==> config.mk <==
export PLATFORM = sky130hd
export DESIGN_NAME = mmt_timer
export DESIGN_NICKNAME = d
export VERILOG_FILES = /design/src/rtl/mmt_pkg.sv /design/src/rtl/mmt_sync.sv /design/src/rtl/mmt_edge.sv /design/src/rtl/mmt_core.sv /design/src/rtl/mmt_timer.sv
export SDC_FILE = /design/constraint.sdc
export NUM_CORES = 1
export LEC_CHECK = 0
export BUFFER_PORTS_ARGS = -buffer_cell sky130_fd_sc_hd__buf_2
export CAP_MARGIN = 25
export CORE_ASPECT_RATIO = 2
export CORE_MARGIN = 4
export CORE_UTILIZATION = 55
export CTS_CLUSTER_SIZE = 8
export DETAILED_ROUTE_END_ITERATION = 6
export PLACE_DENSITY = 0.79
export SLEW_MARGIN = 20
export SYNTH_ARGS = -nofsm -noshare
export SYNTH_HDL_FRONTEND = slang
export SYNTH_SLANG_ARGS = --single-unit
==> constraint.sdc <==
create_clock -name clk_i -period 2.5 [get_ports clk_i]
set_input_delay 0.25 -clock clk_i [delete_from_list [all_inputs] [get_ports clk_i]]
set_output_delay 0.25 -clock clk_i [all_outputs]
set_load 0.02 [all_outputs]
==> src/rtl/mmt_pkg.sv <==
package mmt_pkg;

   typedef enum logic [2:0] {
      M_RELOAD  = 3'd0,
      M_UPDOWN  = 3'd1,
      M_CAPTURE = 3'd2,
      M_BAUD    = 3'd3,
      M_CLKOUT  = 3'd4
   } mmt_mode_e;

   localparam logic [2:0] A_CTL    = 3'd0;
   localparam logic [2:0] A_MODE   = 3'd1;
   localparam logic [2:0] A_CNT_LO = 3'd2;
   localparam logic [2:0] A_CNT_HI = 3'd3;
   localparam logic [2:0] A_CAP_LO = 3'd4;
   localparam logic [2:0] A_CAP_HI = 3'd5;

   localparam int B_RUN  = 0;
   localparam int B_SRC  = 1;
   localparam int B_CAPM = 2;
   localparam int B_TEN  = 3;
   localparam int B_RXC  = 4;
   localparam int B_TXC  = 5;
   localparam int B_OVF  = 6;
   localparam int B_EXT  = 7;

   localparam int B_UD   = 0;
   localparam int B_CKO  = 1;

endpackage

==> src/rtl/mmt_sync.sv <==
module mmt_sync #(
   parameter int STAGES = 2
) (
   input  logic clk_i,
   input  logic rst_ni,
   input  logic d_i,
   output logic q_o
);

   generate
      if (STAGES > 4) begin : g_bad
         $error("mmt_sync: STAGES must be 0 to 4");
      end
      if (STAGES == 0) begin : g_bypass
         assign q_o = d_i;
      end else begin : g_chain
         logic [STAGES-1:0] sh_q;
         always_ff @(posedge clk_i or negedge rst_ni) begin
            if (!rst_ni) begin
               sh_q <= '0;
            end else begin
               sh_q[0] <= d_i;
               for (int i = 1; i < STAGES; i++) begin
                  sh_q[i] <= sh_q[i-1];
               end
            end
         end
         assign q_o = sh_q[STAGES-1];
      end
   endgenerate

endmodule

==> src/rtl/mmt_edge.sv <==
module mmt_edge (
   input  logic clk_i,
   input  logic rst_ni,
   input  logic tick_i,
   input  logic lvl_i,
   output logic fall_o
);

   logic smp_q;

   always_ff @(posedge clk_i or negedge rst_ni) begin
      if (!rst_ni)     smp_q <= 1'b0;
      else if (tick_i) smp_q <= lvl_i;
   end

   assign fall_o = tick_i & smp_q & ~lvl_i;

   // a counted edge always follows a sample that read 1
   p_fall_prev_high_r3 : assert property (@(posedge clk_i) disable iff (!rst_ni)
      fall_o |=> !smp_q);

endmodule

==> src/rtl/mmt_core.sv <==
module mmt_core
   import mmt_pkg::*;
#(
   parameter int DW = 8,
   localparam int CW = 2 * DW
) (
   input  logic          clk_i,
   input  logic          rst_ni,
   input  mmt_mode_e     mode_i,
   input  logic          run_i,
   input  logic          dir_up_i,
   input  logic          step_i,
   input  logic          trg_fall_i,
   input  logic          trg_en_i,
   input  logic          wr_cnt_lo_i,
   input  logic          wr_cnt_hi_i,
   input  logic          wr_cap_lo_i,
   input  logic          wr_cap_hi_i,
   input  logic [DW-1:0] wdata_i,
   output logic [CW-1:0] cnt_o,
   output logic [CW-1:0] cap_o,
   output logic          wrap_o,
   output logic          ovf_set_o,
   output logic          ext_set_o,
   output logic          ext_tog_o
);

   localparam logic [CW-1:0] ALL1 = '1;
   localparam logic [CW-1:0] ONE  = CW'(1);

   logic [CW-1:0] cnt_q, cnt_d, cap_q, cap_d;
   logic          at_top, at_cap, go_up, go_dn, ovf_evt, unf_evt, trg_act;
   logic          wr_cnt, wr_cap;

   assign at_top  = (cnt_q == ALL1);
   assign at_cap  = (cnt_q == cap_q);
   assign go_dn   = run_i & step_i & (mode_i == M_UPDOWN) & ~dir_up_i;
   assign go_up   = run_i & step_i & ~go_dn;
   assign ovf_evt = go_up & at_top;
   assign unf_evt = go_dn & at_cap;
   assign trg_act = trg_fall_i & trg_en_i;
   assign wr_cnt  = wr_cnt_lo_i | wr_cnt_hi_i;
   assign wr_cap  = wr_cap_lo_i | wr_cap_hi_i;

   always_comb begin
      cnt_d = cnt_q;
      if (go_up) begin
         if (at_top) cnt_d = (mode_i == M_CAPTURE) ? '0 : cap_q;
         else        cnt_d = cnt_q + ONE;
      end else if (go_dn) begin
         if (at_cap) cnt_d = ALL1;
         else        cnt_d = cnt_q - ONE;
      end
      if (trg_act && mode_i == M_RELOAD) cnt_d = cap_q;
      if (wr_cnt_lo_i) cnt_d[DW-1:0]  = wdata_i;
      if (wr_cnt_hi_i) cnt_d[CW-1:DW] = wdata_i;
   end

   always_comb begin
      cap_d = cap_q;
      if (trg_act && mode_i == M_CAPTURE) cap_d = cnt_q;
      if (wr_cap_lo_i) cap_d[DW-1:0]  = wdata_i;
      if (wr_cap_hi_i) cap_d[CW-1:DW] = wdata_i;
   end

   always_ff @(posedge clk_i or negedge rst_ni) begin
      if (!rst_ni) begin
         cnt_q <= '0;
         cap_q <= '0;
      end else begin
         cnt_q <= cnt_d;
         cap_q <= cap_d;
      end
   end

   assign cnt_o     = cnt_q;
   assign cap_o     = cap_q;
   assign wrap_o    = ovf_evt | unf_evt;
   assign ovf_set_o = wrap_o & (mode_i == M_RELOAD || mode_i == M_UPDOWN ||
                                mode_i == M_CAPTURE);
   assign ext_set_o = trg_act & (mode_i == M_RELOAD || mode_i == M_CAPTURE ||
                                 mode_i == M_BAUD);
   assign ext_tog_o = wrap_o & (mode_i == M_UPDOWN);

   // a stopped counter with no write and no trigger reload keeps its value
   p_stopped_hold_r2 : assert property (@(posedge clk_i) disable iff (!rst_ni)
      (!run_i && !wr_cnt && !trg_act) |=> $stable(cnt_q));

   // reload-mode overflow restarts from the capture value
   p_reload_top_r4 : assert property (@(posedge clk_i) disable iff (!rst_ni)
      (mode_i == M_RELOAD && run_i && step_i && at_top && !trg_act && !wr_cnt)
      |=> cnt_q == $past(cap_q));

   // a down step at the capture value lands on all ones
   p_down_wrap_r7 : assert property (@(posedge clk_i) disable iff (!rst_ni)
      (go_dn && at_cap && !wr_cnt) |=> cnt_q == ALL1);

   // an enabled trigger edge in capture mode latches the count
   p_capture_r5 : assert property (@(posedge clk_i) disable iff (!rst_ni)
      (mode_i == M_CAPTURE && trg_act && !wr_cap) |=> cap_q == $past(cnt_q));

endmodule

==> src/rtl/mmt_timer.sv <==
module mmt_timer
   import mmt_pkg::*;
#(
   parameter int DW          = 8,
   parameter int SYNC_STAGES = 2
) (
   input  logic          clk_i,
   input  logic          rst_ni,
   input  logic          tick_i,
   input  logic          cnt_pin_i,
   input  logic          trg_pin_i,
   input  logic          wr_en_i,
   input  logic [2:0]    addr_i,
   input  logic [DW-1:0] wdata_i,
   output logic [DW-1:0] rdata_o,
   output logic          ovf_flag_o,
   output logic          ext_flag_o,
   output logic          irq_o,
   output logic          clkout_o,
   output logic          clkout_oe_o,
   output logic          baud_tick_o
);

   localparam int CW = 2 * DW;

   generate
      if (DW < 8) begin : g_dw_check
         $error("mmt_timer: DW must be at least 8");
      end
   endgenerate

   logic [5:0]    cfg_q;
   logic [1:0]    mode_q;
   logic          ovf_q, ext_q, clk_q, baud_q;
   logic          cnt_sync, trg_sync, cnt_fall, trg_fall, step;
   logic          wr_ctl, wr_mode;
   logic [CW-1:0] cnt, cap;
   logic          wrap, ovf_set, ext_set, ext_tog;
   mmt_mode_e     msel;

   assign wr_ctl  = wr_en_i & (addr_i == A_CTL);
   assign wr_mode = wr_en_i & (addr_i == A_MODE);

   mmt_sync #(.STAGES(SYNC_STAGES)) i_cnt_sync (
      .clk_i(clk_i), .rst_ni(rst_ni), .d_i(cnt_pin_i), .q_o(cnt_sync));
   mmt_sync #(.STAGES(SYNC_STAGES)) i_trg_sync (
      .clk_i(clk_i), .rst_ni(rst_ni), .d_i(trg_pin_i), .q_o(trg_sync));

   mmt_edge i_cnt_edge (
      .clk_i(clk_i), .rst_ni(rst_ni), .tick_i(tick_i), .lvl_i(cnt_sync),
      .fall_o(cnt_fall));
   mmt_edge i_trg_edge (
      .clk_i(clk_i), .rst_ni(rst_ni), .tick_i(tick_i), .lvl_i(trg_sync),
      .fall_o(trg_fall));

   always_comb begin
      if (cfg_q[B_RXC] || cfg_q[B_TXC]) msel = M_BAUD;
      else if (mode_q[B_CKO])           msel = M_CLKOUT;
      else if (cfg_q[B_CAPM])           msel = M_CAPTURE;
      else if (mode_q[B_UD])            msel = M_UPDOWN;
      else                              msel = M_RELOAD;
   end

   // external events only count where the pin is an input
   assign step = (cfg_q[B_SRC] && msel != M_BAUD && msel != M_CLKOUT) ? cnt_fall
                                                                      : tick_i;

   mmt_core #(.DW(DW)) i_core (
      .clk_i       (clk_i),
      .rst_ni      (rst_ni),
      .mode_i      (msel),
      .run_i       (cfg_q[B_RUN]),
      .dir_up_i    (trg_sync),
      .step_i      (step),
      .trg_fall_i  (trg_fall),
      .trg_en_i    (cfg_q[B_TEN]),
      .wr_cnt_lo_i (wr_en_i & (addr_i == A_CNT_LO)),
      .wr_cnt_hi_i (wr_en_i & (addr_i == A_CNT_HI)),
      .wr_cap_lo_i (wr_en_i & (addr_i == A_CAP_LO)),
      .wr_cap_hi_i (wr_en_i & (addr_i == A_CAP_HI)),
      .wdata_i     (wdata_i),
      .cnt_o       (cnt),
      .cap_o       (cap),
      .wrap_o      (wrap),
      .ovf_set_o   (ovf_set),
      .ext_set_o   (ext_set),
      .ext_tog_o   (ext_tog)
   );

   always_ff @(posedge clk_i or negedge rst_ni) begin
      if (!rst_ni) begin
         cfg_q  <= '0;
         mode_q <= '0;
         ovf_q  <= 1'b0;
         ext_q  <= 1'b0;
         clk_q  <= 1'b0;
         baud_q <= 1'b0;
      end else begin
         if (wr_ctl) begin
            cfg_q <= wdata_i[5:0];
            ovf_q <= wdata_i[B_OVF];
            ext_q <= wdata_i[B_EXT];
         end else begin
            if (ovf_set)      ovf_q <= 1'b1;
            if (ext_set)      ext_q <= 1'b1;
            else if (ext_tog) ext_q <= ~ext_q;
         end
         if (wr_mode) mode_q <= wdata_i[1:0];
         if (wrap && msel == M_CLKOUT) clk_q <= ~clk_q;
         baud_q <= wrap & (msel == M_BAUD);
      end
   end

   always_comb begin
      rdata_o = '0;
      case (addr_i)
         A_CTL:    rdata_o[7:0] = {ext_q, ovf_q, cfg_q};
         A_MODE:   rdata_o[1:0] = mode_q;
         A_CNT_LO: rdata_o = cnt[DW-1:0];
         A_CNT_HI: rdata_o = cnt[CW-1:DW];
         A_CAP_LO: rdata_o = cap[DW-1:0];
         A_CAP_HI: rdata_o = cap[CW-1:DW];
         default:  rdata_o = '0;
      endcase
   end

   assign ovf_flag_o  = ovf_q;
   assign ext_flag_o  = ext_q;
   assign irq_o       = ovf_q | (ext_q & (msel != M_UPDOWN));
   assign clkout_o    = clk_q;
   assign clkout_oe_o = mode_q[B_CKO];
   assign baud_tick_o = baud_q;

   // baud mode never raises the overflow flag by itself
   p_baud_no_ovf_r9 : assert property (@(posedge clk_i) disable iff (!rst_ni)
      (msel == M_BAUD && !wr_ctl && !ovf_q) |=> !ovf_q);

   // a baud pulse follows a wrap taken in baud mode
   p_baud_src_r9 : assert property (@(posedge clk_i) disable iff (!rst_ni)
      baud_tick_o |-> $past(msel == M_BAUD));

   // each clock-out wrap flips the output
   p_clkout_flip_r10 : assert property (@(posedge clk_i) disable iff (!rst_ni)
      (msel == M_CLKOUT && wrap) |=> clkout_o != $past(clkout_o));

   // a pending overflow always requests an interrupt
   p_irq_ovf_r11 : assert property (@(posedge clk_i) disable iff (!rst_ni)
      ovf_flag_o |-> irq_o);

endmodule

Yosys cells after proc, flatten, opt, wreduce, memory -nomap -nowiden
Cells that the tools add are included.
{ "classes": {"bitwise_logic": 29, "muxes": 23, "reduce_logical": 18, "n_addsub": 2, "eq_ne": 14} }
{ "op_table": {"columns": ["cell", "n"], "rows": [
  ["16-bit two-way mux", 7],
  ["8-bit two-way mux", 4],
  ["6-bit one-hot mux with 5 select lines", 1],
  ["1-bit AND", 22],
  ["16-bit by 1-bit adder with 16-bit output, second input constant", 1],
  ["16-bit equality test", 1],
  ["16-bit equality test, second input constant", 1],
  ["16-bit by 1-bit subtractor with 16-bit output, second input constant", 1],
  ["3-bit by 2-bit equality test with 1-bit output, second input constant", 4],
  ["2-bit one-hot mux with 6 select lines", 1],
  ["3-bit equality test, second input constant", 3],
  ["4-bit nonzero test", 2],
  ["1-bit two-way mux", 7],
  ["3-bit by 1-bit equality test with 1-bit output, second input constant", 2],
  ["3-bit zero test", 2],
  ["3-bit two-way mux", 2],
  ["2-bit nonzero test", 3],
  ["1-bit logical AND", 5],
  ["1-bit logical OR", 5],
  ["1-bit NOT", 5],
  ["3-bit by 1-bit != test with 1-bit output, second input constant", 1],
  ["3-bit by 2-bit != test with 1-bit output, second input constant", 1],
  ["3-bit != test, second input constant", 1],
  ["3-bit nonzero test", 1],
  ["other kinds (2)", 3]
]} }
{ "word_totals": {"in_bits": 17, "regBits": 50, "output_inout_bits": 14, "word_cells": 100} }

Longest topological paths before layout
{ "depth": {"word_depth": 19, "depth_mapped": 9, "ltp_nobuf": 8} }

Cells and area by module
Synthesis repeated with hierarchy kept, for this count alone.
{ "hier_totals": {"hier_cells": 478, "area_unflattened_um2": 4155.2} }
{ "by_module_without_submodules": {"columns": ["module", "area_per_inst_um2", "n_inst", "seq_area_each_um2", "cells_each"], "rows": [
  ["mmt_core", 2945.3, 1, 800.8, 360],
  ["mmt_timer", 1009.7, 1, 300.3, 108],
  ["mmt_edge", 50.0, 2, 25.0, 3],
  ["mmt_sync", 50.0, 2, 50.0, 2]
]} }

Least setup slack after synthesis
No wires, ideal clock.
{ "synth_timing": {"path_kind": "register to register", "from": "reg i_core.cnt_q[1] (netlist: i_core.cnt_o[1])", "to": "reg i_core.cnt_q[5] (netlist: i_core.cnt_o[5])", "period_less_slack_ns": 2.437, "required_time_ns": 2.376, "stages_incl_launch_ff": 10, "t_arrival_ns": 2.313, "path_buffers": 2, "setup_ns": 0.124, "path_slack_ns": 0.063, "cell_sequence": "dfrtp_1 -> ha_1 -> nand4_4 -> or4_1 -> buf_2 -> or2_0 -> buf_2 -> a221oi_2 -> a21oi_1 -> o31a_1"} }
{ "synth_via": {"elab_chain_cells": 6, "word_cells_on_any_way": 10, "classes_between": "add/sub: 2; eq/ne: 2; mux: 6"} }
{ "synth_rtl": {"columns": ["element", "line", "rtl"], "rows": [
  ["start, declared", "mmt_core.sv:31", "logic [CW-1:0] cnt_q, cnt_d, cap_q, cap_d;"],
  ["start signal, assigned", "mmt_core.sv:71", "cnt_q <= cnt_d;"],
  ["16-bit by 1-bit subtractor with 16-bit output or 16-bit equality test (tied branches)", "mmt_core.sv:52, mmt_core.sv:36", null],
  ["16-bit two-way mux", "mmt_core.sv:51", "if (at_cap) cnt_d = ALL1;"],
  ["16-bit two-way mux", "mmt_core.sv:50", "end else if (go_dn) begin"],
  ["16-bit two-way mux *", "mmt_core.sv:47", "if (go_up) begin"],
  ["16-bit two-way mux *", "mmt_core.sv:54", "if (trg_act && mode_i == M_RELOAD) cnt_d = cap_q;"],
  ["8-bit two-way mux *", "mmt_core.sv:55", "if (wr_cnt_lo_i) cnt_d[DW-1:0] = wdata_i;"]
]} }
Mark *: on every way between the ends. The rest lies on a longest branch, timed or not. The select of a mux whose other input is x is not followed.
A chain may end at the register's enable or synchronous reset.

Worst setup path in the final report
{ "layout_timing": {"from": "reg cfg_q[5]", "to": "reg ext_q (netlist: ext_flag_o)"} }
{ "layout_via": {"elab_chain_cells": 15, "word_cells_on_any_way": 26, "classes_between": "eq/ne: 5; mux: 4; bitwise: 10; reduce/logical: 7"} }
{ "layout_rtl": {"columns": ["element", "line", "rtl"], "rows": [
  ["start, declared", "mmt_timer.sv:32", "logic [5:0] cfg_q;"],
  ["start signal, assigned", "mmt_timer.sv:100", "cfg_q <= wdata_i[5:0];"],
  ["1-bit logical OR *", "mmt_timer.sv:57", "if (cfg_q[B_RXC] || cfg_q[B_TXC]) msel = M_BAUD;"],
  ["3-bit two-way mux *", "mmt_timer.sv:57", null],
  ["3-bit by 2-bit != test with 1-bit output", "mmt_timer.sv:65", "assign step = (cfg_q[B_SRC] && msel != M_BAUD && msel != M_CLKOUT) ? cnt_fall"],
  ["1-bit logical AND (2 in a row)", "mmt_timer.sv:65", null],
  ["1-bit two-way mux", "mmt_timer.sv:65", null],
  ["1-bit AND", "mmt_core.sv:37, mmt_core.sv:38", null],
  ["1-bit AND (2 in a row)", "mmt_core.sv:37", "assign go_dn = run_i & step_i & (mode_i == M_UPDOWN) & ~dir_up_i;"],
  ["1-bit NOT", "mmt_core.sv:38", "assign go_up = run_i & step_i & ~go_dn;"],
  ["1-bit AND", "mmt_core.sv:38", null],
  ["1-bit AND", "mmt_core.sv:39", "assign ovf_evt = go_up & at_top;"],
  ["1-bit OR", "mmt_core.sv:78", "assign wrap_o = ovf_evt | unf_evt;"],
  ["1-bit AND", "mmt_core.sv:83", "assign ext_tog_o = wrap_o & (mode_i == M_UPDOWN);"],
  ["3-bit nonzero test (no source line)", null, null],
  ["end signal, assigned", "mmt_timer.sv:102", "ext_q <= wdata_i[B_EXT];"],
  ["end signal, assigned", "mmt_timer.sv:106", "else if (ext_tog) ext_q <= ~ext_q;"],
  ["end, declared", "mmt_timer.sv:34", "logic ovf_q, ext_q, clk_q, baud_q;"]
]} }
Mark *: on every way between the ends. The rest lies on a longest branch, timed or not.

==> impl_metrics.ini <==
[floorplan]
io_pins = 31
rows = 42
dieArea_um2 = 8391
die_w_um = 66.81
dieHeight_um = 125.6
core_um2 = 6674
start_util_pct = 56.99

[power]
p_sw_uw = 2022
cell_internal_pwr_uw = 2426
power.leakage_uw = 0.002027
irDropWorstVdd_mv = 0.6203
p_sw_share_pct = 45.46
combinationalPowerShare_pct = 55.0
total_power_uw = 4448
p_per_area_nw_per_um2 = 975.4
power_frac_seq_pct = 30.1
pwr-share-clk_pct = 14.9

[placement]
place_ws_ns = -0.009661
dp_cells = 603
placed_area_um2 = 4384
dp_hpwl_um = 11570
gp_congestion = 1.074
port_buffers = 30

[setup_path]
max_stage_delay_ns = 0.60
critical_path_depth = 7
timing.rr.start = cfg_q[5]
required_ns = 2.68
path_class = flop to flop
reg2reg_to = ext_flag_o
crit_family = simple AND/OR/NAND/NOR gates
cp_slowest_cell = or4_4
worst-r2r-cell-count = 7
worstPathMaxFanout = 7
worst_setup_path_start_kind = flop
worstPathArrival_ns = 2.63
rrSetupSlack_ns = 0.05
end_kind = flop
timing.critical_path.buf_inv = 1
path_cells = or4_4, nor3b_4, nor2_1, o2bb2ai_1, buf_4, a211o_1, a22o_1

[layout]
finalNonFillerCells = 612
nets = 543
fin_util_pct = 68.34
antenna_cells = 0
drive_above_1_share_pct = 24.05
syn_to_final_growth_pct = 19.90
finalInstanceArea_um2 = 4561

[clock_network]
htreeDepth = 2
insertion_delay_ns = 0.29
cts_root_buf = clkbuf_16
numCtsBuffers = 5
path_clk_slew_ns = 0.07
cts.sinks = 50
cts_tree = built
cts_max_path_buffers = 2

[sta]
worstMarginPinSlew_ns = 0.6725
setup_viol = 0
fmax_ghz = 0.4077
fin_crit_sh_pct = 98.12
slew_headroom_pct = 55.04
setup_ws_ns = 0.04699
fin_crit_ns = 2.453
skew_ns = 0.005672
finalMaxSlewViolations = 0
rsz0062_at_grt = yes
finalHoldViolations = 0

[yosys]
ys_top_cells_by_area = dfrtp_1 (33%), xor2_1 (6.2%), nand2_1 (5.0%)
syn_area_um2 = 3804
yosysTopAreaCell = dfrtp_1
synth_area_per_cell_um2 = 8.287
yosys_warnings = 0
synth_seq_cells = 50
ys_types = 55
yosys.area.top_type_share_pct = 32.89
synth_ff_type = dfrtp_1
ys_seq_area_share_pct = 32.89
syn-instance-count = 459
yosysMostFrequentCell = nand2_1
synthArstFlopShare_pct = 100.0
synthTopCellsByCount = nand2_1 (51), dfrtp_1 (50), a21oi_1 (36), nor2_1 (34), xor2_1 (27)
synth_edf_count = 0
syn_nets = 478

[run]
maxCapViolCount = 0

[routing]
dr.pass1.iters = 5
drt-total-wl_um = 15030
num_vias = 4104
drt_iter0_drc = 448
ant_nets = 0
wl_per_cell_um = 24.55
via_per_inst = 6.706
drc_errors = 0

[global_route]
grt_max_degree = 30
grt_pass1_wl_um = 22910
grt_use_total_pct = 37.79
grt_antenna_before_repair = 0
grt_pass1_vias = 4142
grt_overflow = 0

[min_path]
worstHoldStart = cnt_pin_i
min_to = i_cnt_sync.g_chain.sh_q[0]
hold_path_class = primary input to flop
min_path_cells = 1

[status]
outcome = completed
[cell families (layout without fill, tap and decap cells)]
logic type,Yosys count,count (layout),synth area share (%)
buffers and inverters,41,106,4.310
AO/OA/AOI/OAI,124,124,21.48
AND/OR/NAND/NOR,171,171,22.83
flip-flops,50,50,32.89
multiplexers,31,31,8.618
XOR/XNOR,40,40,9.211
adder cells (fa/ha/maj),2,2,0.6578
[power groups by stage]
stage          registers [uW]  clock network, uW  logic [uW]
6_report                 1340                663        2450
5_1_grt                  1360                709        2580
4_1_cts                  1330                675        2350
3_5_place_dp             1340                  0        2330
3_3_place_gp             1330                  0        2310
2_1_floorplan            1240                  0        1440
[timing repair]
action                     4_1_cts  5_1_grt
hold endpoints to repair        21        0
resized for setup                1        5
pin swaps                        0        2
setup endpoints to repair        1       12
hold buffers                     1        0
buffers inserted                 0        1
[through the flow]
stage	hold slack, ns	TNS [ns]
2_1_floorplan	-0.04559	0
3_3_place_gp	0.2311	0
3_5_place_dp	0.2470	-0.009661
4_1_cts	0.05625	0
5_1_grt	0.05336	-0.006782
6_report	0.05821	0
[cell usage in the layout (no fill, tap or decap), types with 4 or more instances in the layout]
cell / instances
inv_1: 5
mux2i_1: 17
xnor2_1: 13
mux2_2: 14
buf_2: 30
a21oi_1: 36
nor3_1: 7
dfrtp_1: 50
o22ai_1: 5
and2_1: 5
buf_4: 63
nand3_1: 11
a22oi_1: 8
xor2_1: 27
o21ai_0: 26
a31oi_1: 12
or3_1: 11
nand4_1: 11
a211o_1: 5
a21o_1: 5
nand2_1: 50
nor2b_1: 4
nand2b_1: 5
and3_1: 4
clkbuf_16: 5
nor2_1: 34
nor4_1: 11
[layout make-up]
cell class | instances | area (um2)
Fill cell | 595 | 2113
Timing Repair Buffer | 94 | 633.1
Tap cell | 88 | 110.1
Clock inverter | 2 | 10.01
Clock buffer | 5 | 125.1
Multi-Input combinational cell | 368 | 2412
Inverter | 5 | 18.77
Sequential cell | 50 | 1251
[metal layers]
layer	up-vias	wire length, um	GRT usage, %	share of wire, %
met5	-	0	0	0
met4	0	1540	30.30	10
met3	101	1167	6.822	7.8
met2	310	7351	62.00	49
met1	1896	4966	40.76	33
li1	1797	-	-	-
[sequential cells by signal, indices dropped and copies added (netlist names)]
| name | cells |
|---|---|
| i_cnt_sync.g_chain.sh_q | 2 |
| ext_flag_o | 1 |
| i_cnt_edge.smp_q | 1 |
| i_trg_edge.smp_q | 1 |
| ovf_flag_o | 1 |
| i_core.cap_o | 16 |
| i_core.cnt_o | 16 |
| i_trg_sync.g_chain.sh_q | 2 |
| cfg_q | 6 |
| clkout_o | 1 |
| baud_tick_o | 1 |
| mode_q | 2 |
[how the worst max path moves through the flow]
stage	slack, ns	from	endpoint
global placement	0.06	cfg_q[5]	ext_flag_o
detailed placement	-0.01	cfg_q[5]	ext_flag_o
CTS	0.02	cfg_q[5]	i_core.cnt_o[0]
finish	0.05	cfg_q[5]	ext_flag_o
global route	-0.007	cfg_q[5]	ext_flag_o
floorplan	0.06	i_core.cnt_o[1]	i_core.cnt_o[5]
Note: power is estimated with default switching activity, not from simulation.
